[src/rtl/win_xlat_pkg.sv]
package win_xlat_pkg;
  localparam int ADDR_W   = 30;
  localparam int MIB_LOG2 = 20;
  localparam int BASE_W   = ADDR_W - MIB_LOG2;
  localparam int CODE_W   = 4;
  localparam logic [31:0] MAP_KEEP = 32'h3FF0_00FF;

  typedef struct packed {
    logic [1:0]        rsv_hi;
    logic [BASE_W-1:0] base;
    logic [11:0]       rsv_mid;
    logic [CODE_W-1:0] code;
    logic [1:0]        spare;
    logic              reg_en;
    logic              map_en;
  } map_reg_t;
endpackage

[src/rtl/win_map_reg.sv]
module win_map_reg
  import win_xlat_pkg::*;
(
  input  logic        clk_i,
  input  logic        rst_ni,
  input  logic        we_i,
  input  logic [31:0] wdata_i,
  output map_reg_t    map_o,
  output logic [31:0] rdata_o
);
  logic [31:0] map_q;

  always_ff @(posedge clk_i or negedge rst_ni) begin
    if (!rst_ni)   map_q <= '0;
    else if (we_i) map_q <= wdata_i & MAP_KEEP;
  end

  assign map_o   = map_reg_t'(map_q);
  assign rdata_o = map_q;

  a_r2_reserved_zero: assert property (@(posedge clk_i) disable iff (!rst_ni)
    we_i |=> (rdata_o[31:30] == 2'b0 && rdata_o[19:8] == 12'b0 &&
              rdata_o[29:20] == $past(wdata_i[29:20]) && rdata_o[7:0] == $past(wdata_i[7:0])));
endmodule

[src/rtl/win_ap_decode.sv]
module win_ap_decode
  import win_xlat_pkg::*;
#(
  parameter int MEM_LOG2 = 26
) (
  input  logic [CODE_W-1:0] code_i,
  output logic [ADDR_W-1:0] lo_mask_o
);
  localparam int AP_W = 6;
  logic [AP_W-1:0] ap_raw, ap_eff;

  always_comb begin
    ap_raw = AP_W'(MIB_LOG2) + AP_W'(code_i);
    ap_eff = (ap_raw > AP_W'(MEM_LOG2)) ? AP_W'(MEM_LOG2) : ap_raw;
  end

  for (genvar i = 0; i < ADDR_W; i++) begin : g_mask
    assign lo_mask_o[i] = (AP_W'(i) < ap_eff);
  end
endmodule

[src/rtl/win_xlat_core.sv]
module win_xlat_core
  import win_xlat_pkg::*;
#(
  parameter int MEM_LOG2 = 26
) (
  input  logic              clk_i,
  input  logic              rst_ni,
  input  map_reg_t          map_i,
  input  logic [ADDR_W-1:0] lo_mask_i,
  input  logic              req_valid_i,
  input  logic [ADDR_W-1:0] req_off_i,
  output logic              mem_valid_o,
  output logic              mem_err_o,
  output logic [ADDR_W-1:0] mem_addr_o
);
  logic [ADDR_W-1:0] base_full, addr_c;
  logic              in_range, enabled;

  assign base_full = {map_i.base, {MIB_LOG2{1'b0}}};
  assign addr_c    = (req_off_i & lo_mask_i) | (base_full & ~lo_mask_i);
  assign enabled   = map_i.map_en & map_i.reg_en;

  if (MEM_LOG2 < ADDR_W) begin : g_rng
    assign in_range = ~|addr_c[ADDR_W-1:MEM_LOG2];
  end else begin : g_full
    assign in_range = 1'b1;
  end

  always_ff @(posedge clk_i or negedge rst_ni) begin
    if (!rst_ni) begin
      mem_valid_o <= 1'b0;
      mem_err_o   <= 1'b0;
      mem_addr_o  <= '0;
    end else begin
      mem_valid_o <= req_valid_i & enabled & in_range;
      mem_err_o   <= req_valid_i & ~(enabled & in_range);
      if (req_valid_i & enabled & in_range) mem_addr_o <= addr_c;
    end
  end

  a_r10_exclusive: assert property (@(posedge clk_i) disable iff (!rst_ni)
    !(mem_valid_o && mem_err_o));
  a_r9_idle_quiet: assert property (@(posedge clk_i) disable iff (!rst_ni)
    !req_valid_i |=> (!mem_valid_o && !mem_err_o));
  a_r4_disabled_err: assert property (@(posedge clk_i) disable iff (!rst_ni)
    (req_valid_i && !(map_i.map_en && map_i.reg_en)) |=> (mem_err_o && !mem_valid_o));
  a_r8_in_memory: assert property (@(posedge clk_i) disable iff (!rst_ni)
    mem_valid_o |-> ((64'(mem_addr_o) >> MEM_LOG2) == 64'd0));
endmodule

[src/rtl/win_xlat.sv]
module win_xlat
  import win_xlat_pkg::*;
#(
  parameter int MEM_LOG2 = 26
) (
  input  logic              clk_i,
  input  logic              rst_ni,
  input  logic              reg_we_i,
  input  logic [31:0]       reg_wdata_i,
  output logic [31:0]       reg_rdata_o,
  input  logic              req_valid_i,
  input  logic [ADDR_W-1:0] req_off_i,
  output logic              mem_valid_o,
  output logic              mem_err_o,
  output logic [ADDR_W-1:0] mem_addr_o
);
  map_reg_t          map;
  logic [ADDR_W-1:0] lo_mask;

  initial begin
    if (MEM_LOG2 < MIB_LOG2 || MEM_LOG2 > ADDR_W)
      $error("MEM_LOG2 out of range");
  end

  win_map_reg i_map (
    .clk_i  (clk_i),
    .rst_ni (rst_ni),
    .we_i   (reg_we_i),
    .wdata_i(reg_wdata_i),
    .map_o  (map),
    .rdata_o(reg_rdata_o)
  );

  win_ap_decode #(.MEM_LOG2(MEM_LOG2)) i_dec (
    .code_i   (map.code),
    .lo_mask_o(lo_mask)
  );

  win_xlat_core #(.MEM_LOG2(MEM_LOG2)) i_core (
    .clk_i      (clk_i),
    .rst_ni     (rst_ni),
    .map_i      (map),
    .lo_mask_i  (lo_mask),
    .req_valid_i(req_valid_i),
    .req_off_i  (req_off_i),
    .mem_valid_o(mem_valid_o),
    .mem_err_o  (mem_err_o),
    .mem_addr_o (mem_addr_o)
  );
endmodule

[config.mk]
export PLATFORM = sky130hd
export DESIGN_NAME = win_xlat
export DESIGN_NICKNAME = d
export VERILOG_FILES = /design/src/rtl/win_xlat_pkg.sv /design/src/rtl/win_map_reg.sv /design/src/rtl/win_ap_decode.sv /design/src/rtl/win_xlat_core.sv /design/src/rtl/win_xlat.sv
export SDC_FILE = /design/constraint.sdc
export NUM_CORES = 1
export LEC_CHECK = 0
export ABC_CLOCK_PERIOD_IN_PS = 3100
export CORE_ASPECT_RATIO = 0.9
export CORE_UTILIZATION = 39
export CTS_CLUSTER_SIZE = 12
export DETAILED_ROUTE_END_ITERATION = 7
export HOLD_SLACK_MARGIN = 0.03
export MAX_ROUTING_LAYER = met4
export PLACE_DENSITY_LB_ADDON = 0.12
export SLEW_MARGIN = 20
export SYNTH_ARGS = -nofsm -noshare
export SYNTH_HDL_FRONTEND = slang
export SYNTH_SLANG_ARGS = --single-unit
[constraint.sdc]
create_clock -name clk_i -period 3.1 [get_ports clk_i]
set_input_delay 0.775 -clock clk_i [delete_from_list [all_inputs] [get_ports clk_i]]
set_output_delay 0.775 -clock clk_i [all_outputs]
set_load 0.005 [all_outputs]
==> qor.txt <==
Antenna Nets Post-Route: 0
Worst setup SP type: flop
Final Hold Vio Count: 0
IO buf count: 101
Clock transition at path regs: 80 ps
Final setup vio count: 0
CP Capture Type: flop
WP data arrival: 2690 ps
Final Net Count: 347
Hold Startpoint: i_core.mem_addr_o[28]
PostCTS Resize Cnt: 0
Hold Path End: i_core.mem_addr_o[28]
GRT Util Overall: 16.5%
Cell Int Power: 0.00149 W
Crit Path Class: reg2reg
Share of the synthesized area in the top cell type: 51.9%
Max Slew Vio Count: 0
Predominant post-synthesis flop cell: dfrtp_1
Max_slew headroom: 46.4%
Initial antenna violation count: 0
Cells after synthesis: 173
Violated checks: DRC
TritonCTS clock tree: done
Clk root buf: clkbuf_8
HPWL after detailed placement: 3660 um
Post-synth top area cell: dfrtp_1
Post-CTS Hold Fix Bufs: 0
IO Count: 130
Synthesized cell area: 2410 um^2
Vias in the first global route: 1614
Switching share of power: 24.1%
First-pass GRT wire length: 8120 um
Peak VDD IR: 0.000328 V
Drt wl/cell: 14.4 um
GP Congestion: 0.762
Power after layout: 0.00197 W
# fillers: 495
Fmax: 0.399 GHz
Largest cells by area after synthesis: dfrtp_1 (52%), mux2_4 (14%), mux2_2 (10%)
Synth unique cells: 30
Worst-Margin Slew: 805 ps
RR Endpoint: i_core.mem_addr_o[13]
Status: complete, but fails checks
Final period utilization: 80.9%
Yosys Warn Count: 0
Core Footprint: 5820 um^2
R2r startpoint: i_map.map_o[6]
P_sw: 0.000474 W
Num rows: 26
Share of layout cells above drive strength 1: 22.3%
DRT Wirelength: 4990 um
H-tree depth: 2
Synth Area per Inst: 13.9 um^2
Drt drc: 9
Hold path depth: 1
CTS Buf Count: 5
Clock share of power: 22.7%
Setup slack, reg-to-reg: 590 ps
Synth async-reset ratio: 100%
PD cells: 556 nW/um^2
Post-CTS Setup Inserts: 0
RSZ-0062 raised after global routing: no
Diode count: 0
Grt total ovfl: 0
Initial Utilization: 41.4%
Vias: 1640
Die W: 84.8 um
Clock sinks: 50
FF-to-FF path depth: 8
Leak pwr: 1.67 nW
Max cap viols: 0
Die ar.: 6490 um^2
Hold Path Class: reg2reg
Setup TNS: 0 ps
Post-synth EDFFs: 0
Clock Latency Late Sink: 300 ps
Seq pwr share: 44.4%
Skew final: 8.20 ps
CP max FO: 30
Largest net degree at the start of global routing: 38
Drt pass-1 iters: 8
Combinational share of power: 32.9%
Period minus WS final: 2510 ps
Die height: 76.6 um
CTS max path bufs: 2
Seq/Total Area, Yosys: 51.9%
FF+latch count, synth: 50
DR vias/cell: 4.71
Detailed Route Iter0 Violations: 69
Area Overhead vs Synth: 46.8%
Required @ worst endpoint: 3280 ps
synth_stat cells (all sizes together), types with 2 or more instances:
master and n:
a21o 2, and2 4, buf 19, clkbuf 2, dfrtp 50, ha 4
inv 6, mux2 45, mux2i 6, nand2 7, nor2 3, nor2b 2
o211ai 4, o21ai 6
state kept, by name, indices dropped and copies added, names as in the netlist:
| name | cells |
|---|---|
| i_core.mem_addr_o | 30 |
| i_core.mem_err_o | 1 |
| i_core.mem_valid_o | 1 |
| i_map.map_o | 18 |
how the worst max path moves through the flow:
stage,depth (start not counted),start,slack [ps],endpoint
CTS,8,i_map.map_o[6],590,i_core.mem_addr_o[13]
global placement,8,i_map.map_o[6],630,i_core.mem_addr_o[8]
finish,8,i_map.map_o[6],590,i_core.mem_addr_o[13]
global route,8,i_map.map_o[6],440,i_core.mem_addr_o[13]
detailed placement,8,i_map.map_o[6],610,i_core.mem_addr_o[12]
floorplan,8,i_map.map_o[6],880,i_core.mem_addr_o[0]
cells by family after synthesis:
kind of cell	count (synthesis)	synth area share (%)
compound gates	19	6.03
simple gates	21	4.88
fa+ha+maj	4	2.08
flops	50	51.9
mux	51	27.1
buf+inv	27	7.79
other cells	1	0.156
cells in the final DEF (no fill, tap or decap), types with 2 or more instances in the layout:
| cell | synthesis | final |
|---|---|---|
| a21o_1 | 2 | 2 |
| mux2i_1 | 6 | 6 |
| nand2_1 | 7 | 7 |
| mux2_2 | 22 | 22 |
| clkbuf_1 | 2 | 2 |
| buf_4 | 15 | 3 |
| clkdlybuf4s50_1 | 0 | 100 |
| ha_1 | 4 | 4 |
| clkbuf_8 | 0 | 5 |
| o21ai_0 | 5 | 5 |
| nor2_1 | 3 | 3 |
| mux2_4 | 23 | 23 |
| inv_1 | 6 | 6 |
| o211ai_1 | 4 | 4 |
| dfrtp_1 | 50 | 50 |
| conb_1 | 1 | 14 |
| nor2b_1 | 2 | 2 |
| and2_1 | 4 | 4 |
critical path: stages, from the launching register on:
cell	delay, ps
dfrtp_1	510
inv_1	160
ha_1	350
nor2_1	220
o211ai_1	180
a211oi_2	270
nand4_2	150
buf_12	200
mux2_4	320
power groups by stage:
| stage | logic (W) | registers, W | clock network (W) |
|---|---|---|---|
| 3_5_place_dp | 0.000657 | 0.000880 | 0 |
| 5_1_grt | 0.000694 | 0.000895 | 0.000487 |
| 2_1_floorplan | 0.000275 | 0.000883 | 0 |
| 4_1_cts | 0.000657 | 0.000875 | 0.000465 |
| 3_3_place_gp | 0.000649 | 0.000880 | 0 |
| 6_report | 0.000647 | 0.000873 | 0.000447 |
metrics by stage:
step           cell area (um^2)  std cells  utilization [%]  hold slack (ps)  setup WS, ps
2_1_floorplan              2460        186                -              478           877
3_3_place_gp               3430        340             58.9              468           634
3_5_place_dp               3430        340             58.9              477           607
4_1_cts                    3530        348             60.7              500           589
5_1_grt                    3530        348             60.7              504           436
6_report                   3530        348             60.7              495           592
metal layers:
layer  share of wire [%]  global-route usage, %
met4                0.76                   4.58
met1                  48                   22.7
met5                   0                      -
met3                 7.6                   5.20
met2                  43                   23.6
area by class of cell:
type	instances	area, um^2	share of cell area, %
clock inverters	1	30.0	0.850
clock buffers	7	76.3	2.16
repair buffers	105	1050	29.7
multi-input cells	109	1020	28.8
inverters	6	22.5	0.637
well taps	70	87.6	2.48
flip-flops and latches	50	1250	35.4
No activity file was read; power rests on OpenSTA's default activity.
